$ cat src/rtl/pwm_cap_pkg.sv
package pwm_cap_pkg;
    localparam int CNT_W = 16;
    localparam int PSC_W = 16;
    localparam int NUM_CH = 2;

    localparam logic [1:0] ROUTE_CH1 = 2'b01;
    localparam logic [1:0] ROUTE_CH2 = 2'b10;
    localparam logic [2:0] TRIG_CH1  = 3'b101;
    localparam logic [2:0] MODE_CLR  = 3'b100;

    typedef logic [CNT_W-1:0] cnt_t;

    typedef struct packed {
        cnt_t cnt;
    } ctr_state_t;
endpackage

$ cat src/rtl/pwm_cap_edge.sv
module pwm_cap_edge #(
    parameter int STAGES = 2
) (
    input  logic clk,
    input  logic rst_n,
    input  logic pin,
    output logic rise,
    output logic fall
);
    typedef struct packed {
        logic [STAGES-1:0] sync;
        logic              prev;
    } edge_state_t;

    edge_state_t st_d, st_q;

    always_comb begin
        st_d      = st_q;
        st_d.sync = {st_q.sync[STAGES-2:0], pin};
        st_d.prev = st_q.sync[STAGES-1];
    end

    always_ff @(posedge clk or negedge rst_n) begin
        if (!rst_n) st_q <= '0;
        else        st_q <= st_d;
    end

    assign rise = st_q.sync[STAGES-1] & ~st_q.prev;
    assign fall = ~st_q.sync[STAGES-1] & st_q.prev;
endmodule

$ cat src/rtl/pwm_cap_presc.sv
module pwm_cap_presc #(
    parameter int W = 16
) (
    input  logic         clk,
    input  logic         rst_n,
    input  logic [W-1:0] div,
    input  logic         restart,
    output logic         tick
);
    logic [W-1:0] pc_d, pc_q;

    assign tick = (pc_q >= div) && !restart;

    always_comb begin
        if (restart || pc_q >= div) pc_d = '0;
        else                        pc_d = pc_q + 1'b1;
    end

    always_ff @(posedge clk or negedge rst_n) begin
        if (!rst_n) pc_q <= '0;
        else        pc_q <= pc_d;
    end
endmodule

$ cat src/rtl/pwm_cap_chan.sv
module pwm_cap_chan
    import pwm_cap_pkg::*;
#(
    parameter logic [1:0] OWN_ROUTE = ROUTE_CH1
) (
    input  logic       clk,
    input  logic       rst_n,
    input  logic       rise,
    input  logic       fall,
    input  logic [1:0] route,
    input  logic [1:0] pol,
    input  logic       en,
    input  logic       clr,
    input  cnt_t       cnt,
    output logic       pol_edge,
    output cnt_t       cap,
    output logic       flag,
    output logic       ovr
);
    typedef struct packed {
        cnt_t val;
        logic flag;
        logic ovr;
    } chan_state_t;

    chan_state_t st_d, st_q;
    logic        take;

    always_comb begin
        unique case (pol)
            2'b00:   pol_edge = rise;
            2'b10:   pol_edge = fall;
            2'b11:   pol_edge = rise | fall;
            default: pol_edge = 1'b0;
        endcase
    end

    assign take = pol_edge && en && (route == OWN_ROUTE);

    always_comb begin
        st_d = st_q;
        if (take) st_d.val = cnt;
        if (clr) begin
            st_d.flag = 1'b0;
            st_d.ovr  = 1'b0;
        end else if (take) begin
            st_d.flag = 1'b1;
            if (st_q.flag) st_d.ovr = 1'b1;
        end
    end

    always_ff @(posedge clk or negedge rst_n) begin
        if (!rst_n) st_q <= '0;
        else        st_q <= st_d;
    end

    assign cap  = st_q.val;
    assign flag = st_q.flag;
    assign ovr  = st_q.ovr;
endmodule

$ cat src/rtl/pwm_capture_top.sv
module pwm_capture_top
    import pwm_cap_pkg::*;
(
    input  logic        clk,
    input  logic        rst_n,
    input  logic        pwm_pin,
    input  logic [15:0] psc,
    input  logic [1:0]  ch1_route,
    input  logic [1:0]  ch2_route,
    input  logic [1:0]  ch1_pol,
    input  logic [1:0]  ch2_pol,
    input  logic        ch1_en,
    input  logic        ch2_en,
    input  logic [2:0]  trig_code,
    input  logic [2:0]  cnt_mode,
    input  logic        ch1_clr,
    input  logic        ch2_clr,
    output logic [15:0] ch1_cap,
    output logic [15:0] ch2_cap,
    output logic        ch1_flag,
    output logic        ch2_flag,
    output logic        ch1_ovr,
    output logic        ch2_ovr,
    output logic [15:0] cnt_val
);
    logic rise, fall, tick, trig;

    logic [1:0] route_a [NUM_CH];
    logic [1:0] pol_a   [NUM_CH];
    logic       en_a    [NUM_CH];
    logic       clr_a   [NUM_CH];
    logic       pedge_a [NUM_CH];
    cnt_t       cap_a   [NUM_CH];
    logic       flag_a  [NUM_CH];
    logic       ovr_a   [NUM_CH];

    ctr_state_t ctr_d, ctr_q;

    assign route_a[0] = ch1_route;
    assign route_a[1] = ch2_route;
    assign pol_a[0]   = ch1_pol;
    assign pol_a[1]   = ch2_pol;
    assign en_a[0]    = ch1_en;
    assign en_a[1]    = ch2_en;
    assign clr_a[0]   = ch1_clr;
    assign clr_a[1]   = ch2_clr;

    pwm_cap_edge #(.STAGES(2)) edge_i (
        .clk  (clk),
        .rst_n(rst_n),
        .pin  (pwm_pin),
        .rise (rise),
        .fall (fall)
    );

    for (genvar c = 0; c < NUM_CH; c++) begin : g_ch
        localparam logic [1:0] OWN = (c == 0) ? ROUTE_CH1 : ROUTE_CH2;
        pwm_cap_chan #(.OWN_ROUTE(OWN)) chan_i (
            .clk     (clk),
            .rst_n   (rst_n),
            .rise    (rise),
            .fall    (fall),
            .route   (route_a[c]),
            .pol     (pol_a[c]),
            .en      (en_a[c]),
            .clr     (clr_a[c]),
            .cnt     (ctr_q.cnt),
            .pol_edge(pedge_a[c]),
            .cap     (cap_a[c]),
            .flag    (flag_a[c]),
            .ovr     (ovr_a[c])
        );
    end

    assign trig = (cnt_mode == MODE_CLR) && (trig_code == TRIG_CH1) && pedge_a[0];

    pwm_cap_presc #(.W(PSC_W)) presc_i (
        .clk    (clk),
        .rst_n  (rst_n),
        .div    (psc),
        .restart(trig),
        .tick   (tick)
    );

    always_comb begin
        ctr_d = ctr_q;
        if (trig)      ctr_d.cnt = '0;
        else if (tick) ctr_d.cnt = ctr_q.cnt + 1'b1;
    end

    always_ff @(posedge clk or negedge rst_n) begin
        if (!rst_n) ctr_q <= '0;
        else        ctr_q <= ctr_d;
    end

    assign ch1_cap  = cap_a[0];
    assign ch2_cap  = cap_a[1];
    assign ch1_flag = flag_a[0];
    assign ch2_flag = flag_a[1];
    assign ch1_ovr  = ovr_a[0];
    assign ch2_ovr  = ovr_a[1];
    assign cnt_val  = ctr_q.cnt;
endmodule

$ cat config.mk
export PLATFORM = sky130hd
export DESIGN_NAME = pwm_capture_top
export DESIGN_NICKNAME = d
export VERILOG_FILES = /design/src/rtl/pwm_cap_pkg.sv /design/src/rtl/pwm_cap_edge.sv /design/src/rtl/pwm_cap_presc.sv /design/src/rtl/pwm_cap_chan.sv /design/src/rtl/pwm_capture_top.sv
export SDC_FILE = /design/constraint.sdc
export NUM_CORES = 1
export LEC_CHECK = 0
export ABC_AREA = 1
export BUFFER_PORTS_ARGS = -buffer_cell sky130_fd_sc_hd__buf_2
export CAP_MARGIN = 25
export CORE_MARGIN = 2
export CORE_UTILIZATION = 54
export DETAILED_ROUTE_END_ITERATION = 7
export PLACE_DENSITY = 0.8
export SYNTH_ARGS = -nofsm -noshare
export SYNTH_HDL_FRONTEND = slang
export SYNTH_SLANG_ARGS = --single-unit
$ cat constraint.sdc
create_clock -name clk -period 1.86 [get_ports clk]
set_input_delay 0.372 -clock clk [delete_from_list [all_inputs] [get_ports clk]]
set_output_delay 0.372 -clock clk [all_outputs]
set_load 0.05 [all_outputs]
# Yosys cells after proc, flatten, opt, wreduce, memory -nomap -nowiden
# Index checks and enable logic that the tools add are counted.
dict set report totals {
  out_inout_bits 52
  regBits 71
  wordCells 55
}
dict set report op_classes {
  muxes 11
  magnitude_cmp 1
  add_sub_neg 2
  n_reduce_logical 18
  n_bitwise 5
  eq_ne 8
}
# op count
set ops {}
lappend ops {{2-to-1 mux 16 bit} 3}
lappend ops {{adder 16 x 1 -> 16 bit (second input constant)} 2}
lappend ops {{>= comparator 16 bit} 1}
lappend ops {{equality test 2 bit (second input constant)} 5}
lappend ops {{nonzero test 2 bit} 5}
lappend ops {{2-to-1 mux 2 bit} 4}
lappend ops {{logical AND 1 bit} 7}
lappend ops {{equality test 3 bit (second input constant)} 2}
lappend ops {{case mux 1 bit (3 select lines)} 2}
lappend ops {{logical NOT 2 bit} 2}
lappend ops {{AND reduction 2 bit} 2}
lappend ops {{AND 1 bit} 2}
lappend ops {{equality test 2 x 1 -> 1 bit (second input constant)} 1}
lappend ops {{2-to-1 mux 1 bit} 2}
lappend ops {{inverter 1 bit} 2}
lappend ops {{logical NOT 1 bit} 1}
lappend ops {{logical OR 1 bit} 1}
lappend ops {{bitwise OR 1 bit} 1}

# Depth between registers and ports, before layout
dict set report depth {
  ltp_word 9
  ltp_mapped 14
  ltp_nobuf 13
}

# Hierarchy
# Synthesis repeated with hierarchy kept, for this count alone.
dict set report unflattened {
  hier_cells 468
  area_unflattened_um2 3900.0
}
# mod area_each_um2 n_inst cells_per_inst
set by_module_without_submodules {}
lappend by_module_without_submodules {pwm_cap_chan 798.3 2 88}
lappend by_module_without_submodules {pwm_cap_presc 1290.0 1 155}
lappend by_module_without_submodules {pwm_capture_top 923.4 1 130}
lappend by_module_without_submodules {pwm_cap_edge 90.1 1 7}

# Worst setup path after synthesis
# Ideal clock, no wire load.
dict set report synth_timing {
  path_type {register to register}
  startpoint {reg ctr_q (netlist bit cnt_val[0])}
  endpoint {reg ctr_q (netlist bit cnt_val[14])}
  period_less_slack_ps 1744
  slack_ps 116
  t_arrival_ps 1626
  path_stages_with_launch 9
  n_path_buf 0
  required_time_ps 1741
  path_cell_list {dfrtp_1 -> ha_1 -> nand3_1 -> nor2_1 -> nand4_1 -> nand2_1 -> nor2_1 -> nand2_1 -> nand2_1}
}
dict set report synth_via {
  elab_chain_cells 3
}
# element line
set synth_rtl {}
lappend synth_rtl {{start, declared} pwm_capture_top.sv:37} ;# ctr_state_t ctr_d, ctr_q;
lappend synth_rtl {{start signal, assigned} pwm_capture_top.sv:93} ;# else ctr_q <= ctr_d;
lappend synth_rtl {{adder 16 x 1 -> 16 bit} pwm_capture_top.sv:88} ;# else if (tick) ctr_d.cnt = ctr_q.cnt + 1'b1;
lappend synth_rtl {{2-to-1 mux 16 bit} pwm_capture_top.sv:88}
lappend synth_rtl {{2-to-1 mux 16 bit} pwm_capture_top.sv:87} ;# if (trig) ctr_d.cnt = '0;
# No other way between the ends. The select of a mux whose other input is x is not followed.
# A chain may end at the register's enable or synchronous reset.

# Final worst setup path
dict set report layout_timing {
  startpoint {reg presc_i.pc_q[10]}
  endpoint {reg ctr_q (netlist bit cnt_val[0])}
}
dict set report layout_via {
  elab_chain_cells 3
}
# element line
set layout_rtl {}
lappend layout_rtl {{start, declared} pwm_cap_presc.sv:10} ;# logic [W-1:0] pc_d, pc_q;
lappend layout_rtl {{start signal, assigned} pwm_cap_presc.sv:21} ;# else pc_q <= pc_d;
lappend layout_rtl {{>= comparator 16 bit} pwm_cap_presc.sv:12} ;# assign tick = (pc_q >= div) && !restart;
lappend layout_rtl {{logical AND 1 bit} pwm_cap_presc.sv:12}
lappend layout_rtl {{nonzero test 2 bit (no source line)} --}
# No other way between the ends.

==> impl_metrics.tcl <==
set metrics [dict create \
    slew_violations 0 \
    worst_slack_ps 137 \
    p_per_area_nw_per_um2 1120 \
    drive_gt1_frac 0.218 \
    routed.top_layer "met4" \
    pwr-share-comb 0.361 \
    vias_per_cell 5.03 \
    syn_area_sq_um 3850 \
    p_leak_nw 2.60 \
    rows 30 \
    diodes 0 \
    internal_power_w 0.00309 \
    sequentialPowerShare 0.398 \
    dr_wl_met2_mm 4.29 \
    async_flop_share 1.00 \
    ys_types 30 \
    grt_usage 0.233 \
    path_class "register to register" \
    max-cap-violations 0 \
    worst_setup_path_end_kind "register" \
    ys_seq_area_frac 0.462 \
    synth_common_cells "nand2_1 (146), dfrtp_1 (71), inv_1 (67)" \
    numCtsBuffers 9 \
    area_growth_pct 22.7 \
    critPathLaunchType "register" \
    worstMarginPinSlew_ps 380 \
    grt_max_degree 72 \
    power_frac_clock 0.241 \
    setup_tns_ps 0 \
    synth_fp_nets 551 \
    tritoncts "yes" \
    h-tree-depth 3 \
    required_ps 2090 \
    period_needed_ps 1720 \
    grt_pass1_wl_mm 14.3 \
    clock_skew_ps 8.22 \
    core_area_sq_um 6830 \
    critPathMaxFanout 31 \
    portBuffers 88 \
    final_net_count 652 \
    power.total_w 0.00526 \
    die_w_um 88.4 \
    die_area_sq_um 7810 \
    clkLatencyLatePin_ps 340 \
    synth_top_area_share 0.462 \
    critPathArrivalTime_ps 1960 \
    hold_viol 0 \
    holdBufCountCts 0 \
    final_area_sq_um 4720 \
    fillerInstances 583 \
    slew_headroom 0.746 \
    synth_seq_cells 71 \
    avgSynthCellArea_sq_um 7.79 \
    p_sw_frac 0.413 \
    yosys_warnings 0 \
    r2r_cells 11 \
    ant_nets 0 \
    place_area_sq_um 4430 \
    wire_per_inst_um 12.5 \
    yosysMostFrequentCell "nand2_1" \
    clock_sinks 71 \
    fmax_ghz 0.580 \
    met1Wirelength_mm 3.74 \
    cts.path.max_buffers 2 \
    initial_core_util 0.563 \
    cts-root-buf "clkbuf_8" \
    clk_pin_slew_ps 70 \
    synth_top_cell_by_area "dfrtp_1" \
    grt-ovfl-total 0 \
    hpwl_mm 6.15 \
    place_congestion 0.858 \
    vias 3498 \
    finalCritPeriodShare 0.926 \
    holdCritPathClass "primary input to async pin" \
    setup_viol 0 \
    synth_cells 494 \
    drc 0 \
    status "complete, no violations" \
    routed_wirelength_mm 8.72 \
    drt_iter0_markers 302 \
    antenna_found_initial 0 \
    grt_pass1_vias 3296 \
    synth_edf_count 0 \
    synthTopCellsByArea "dfrtp_1 (46%), nand2_1 (14%), inv_1 (6.5%)" \
    ios 89 \
    switching_power_w 0.00218 \
    ir_worst_vdd_uv 603 \
    wl_met3_um 555 \
    first_pass_iters 5 \
    ys.flop_type "dfrtp_1" \
    die-height_um 88.4 \
    post-place-ws_ps 18.4 \
]
-- worst paths after layout --
| check | startpoint | endpoint | slack (ps) |
|---|---|---|---|
| max | presc_i.pc_q[10] | cnt_val[0] | 140 |
| min | rst_n | g_ch[1].chan_i.ovr | 40 |
| max reg2reg | presc_i.pc_q[10] | cnt_val[0] | 140 |
| min reg2reg | edge_i.st_d[2] | edge_i.st_d[0] | 350 |
| max in group asynchronous | rst_n | presc_i.pc_q[11] | 1490 |
| min in group clk | pwm_pin | edge_i.st_d[2] | 140 |
-- placed cells by master (no fill, tap or decap) --
cell | synthesis | routed
a21o_1 | 2 | 2
a21oi_1 | 11 | 11
a31o_2 | 1 | 1
and3b_1 | 1 | 1
buf_12 | 0 | 4
buf_2 | 6 | 88
buf_4 | 1 | 9
buf_8 | 0 | 1
bufinv_16 | 0 | 1
clkbuf_8 | 0 | 11
clkinv_2 | 0 | 2
clkinv_4 | 0 | 1
clkinvlp_4 | 0 | 1
dfrtp_1 | 71 | 70
dfrtp_2 | 0 | 1
ha_1 | 20 | 20
inv_1 | 67 | 67
nand2_1 | 146 | 145
nand2_2 | 2 | 2
nand2_4 | 1 | 1
nand2_8 | 0 | 1
nand3_1 | 30 | 30
nand3_2 | 1 | 1
nand3b_1 | 1 | 1
nand4_1 | 9 | 9
nor2_1 | 59 | 57
nor2_2 | 1 | 3
nor2_4 | 2 | 2
nor2_8 | 1 | 1
nor3_1 | 3 | 3
o21ai_0 | 35 | 35
o21ai_1 | 3 | 3
o21bai_1 | 1 | 1
o31ai_1 | 1 | 1
xnor2_1 | 3 | 3
xor2_1 | 10 | 10
-- flip-flops by register name, indices dropped and copies added, names as in the netlist --
signal            flops
g_ch.chan_i.flag      2
g_ch.chan_i.cap      32
cnt_val              16
g_ch.chan_i.ovr       2
presc_i.pc_q         16
edge_i.st_q           1
edge_i.st_d           2
-- per-stage QoR --
step / hold WS [ps] / utilization / std cells
3_5_place_dp: 337 / 0.649 / 675
3_3_place_gp: 336 / 0.649 / 675
5_1_grt: 74.0 / 0.691 / 696
2_1_floorplan: 76.4 / - / 494
6_report: 38.0 / 0.691 / 696
4_1_cts: 57.0 / 0.679 / 691
-- cell type report --
type / count / area, sq um / area share
flip-flops and latches: 71 / 1780 / 0.377
well taps: 96 / 120 / 0.0255
multi-input cells: 344 / 1760 / 0.373
repair buffers: 102 / 603 / 0.128
clock buffers: 11 / 151 / 0.0321
inverters: 67 / 251 / 0.0533
clock inverters: 5 / 56.3 / 0.0119
-- critical path: stages, from the launching register on --
cell,delay (ps)
dfrtp_1,430
ha_1,290
nand2_1,60
inv_1,50
nand2_1,60
nand2_1,50
nand2_1,60
nand2_1,110
nor2_8,160
nand2_8,160
nand2_1,120
nand2_1,60
-- cell families after synthesis --
family / count (synthesis) / synth area share
adders and majority gates: 20 / 0.0651
xor gates and xnor gates: 13 / 0.0296
and+or+nand+nor: 257 / 0.283
DFF: 71 / 0.462
AOI/OAI and AO/OA: 54 / 0.0738
buffers and inverters: 79 / 0.0862
-- per-layer routing --
layer,global-route usage,up-vias
met1,0.298,1604
met2,0.393,122
li1,-,1757
met3,0.0410,15
met5,0,-
met4,0.0923,0
-- power by group through the flow --
stage | Clock, W | Combinational, W | Sequential (W)
floorplan | 0 | 0.000778 | 0.00266
global placement | 0 | 0.00176 | 0.00211
detailed placement | 0 | 0.00183 | 0.00212
CTS | 0.00129 | 0.00185 | 0.00209
global route | 0.00136 | 0.00210 | 0.00213
finish | 0.00127 | 0.00190 | 0.00210
-- what timing repair did --
action	CTS	global route
buffers inserted	0	5
endpoints found under the setup margin	0	32
hold endpoints to repair	0	0
resized for setup	0	11
No activity file was read; power rests on OpenSTA's default activity.
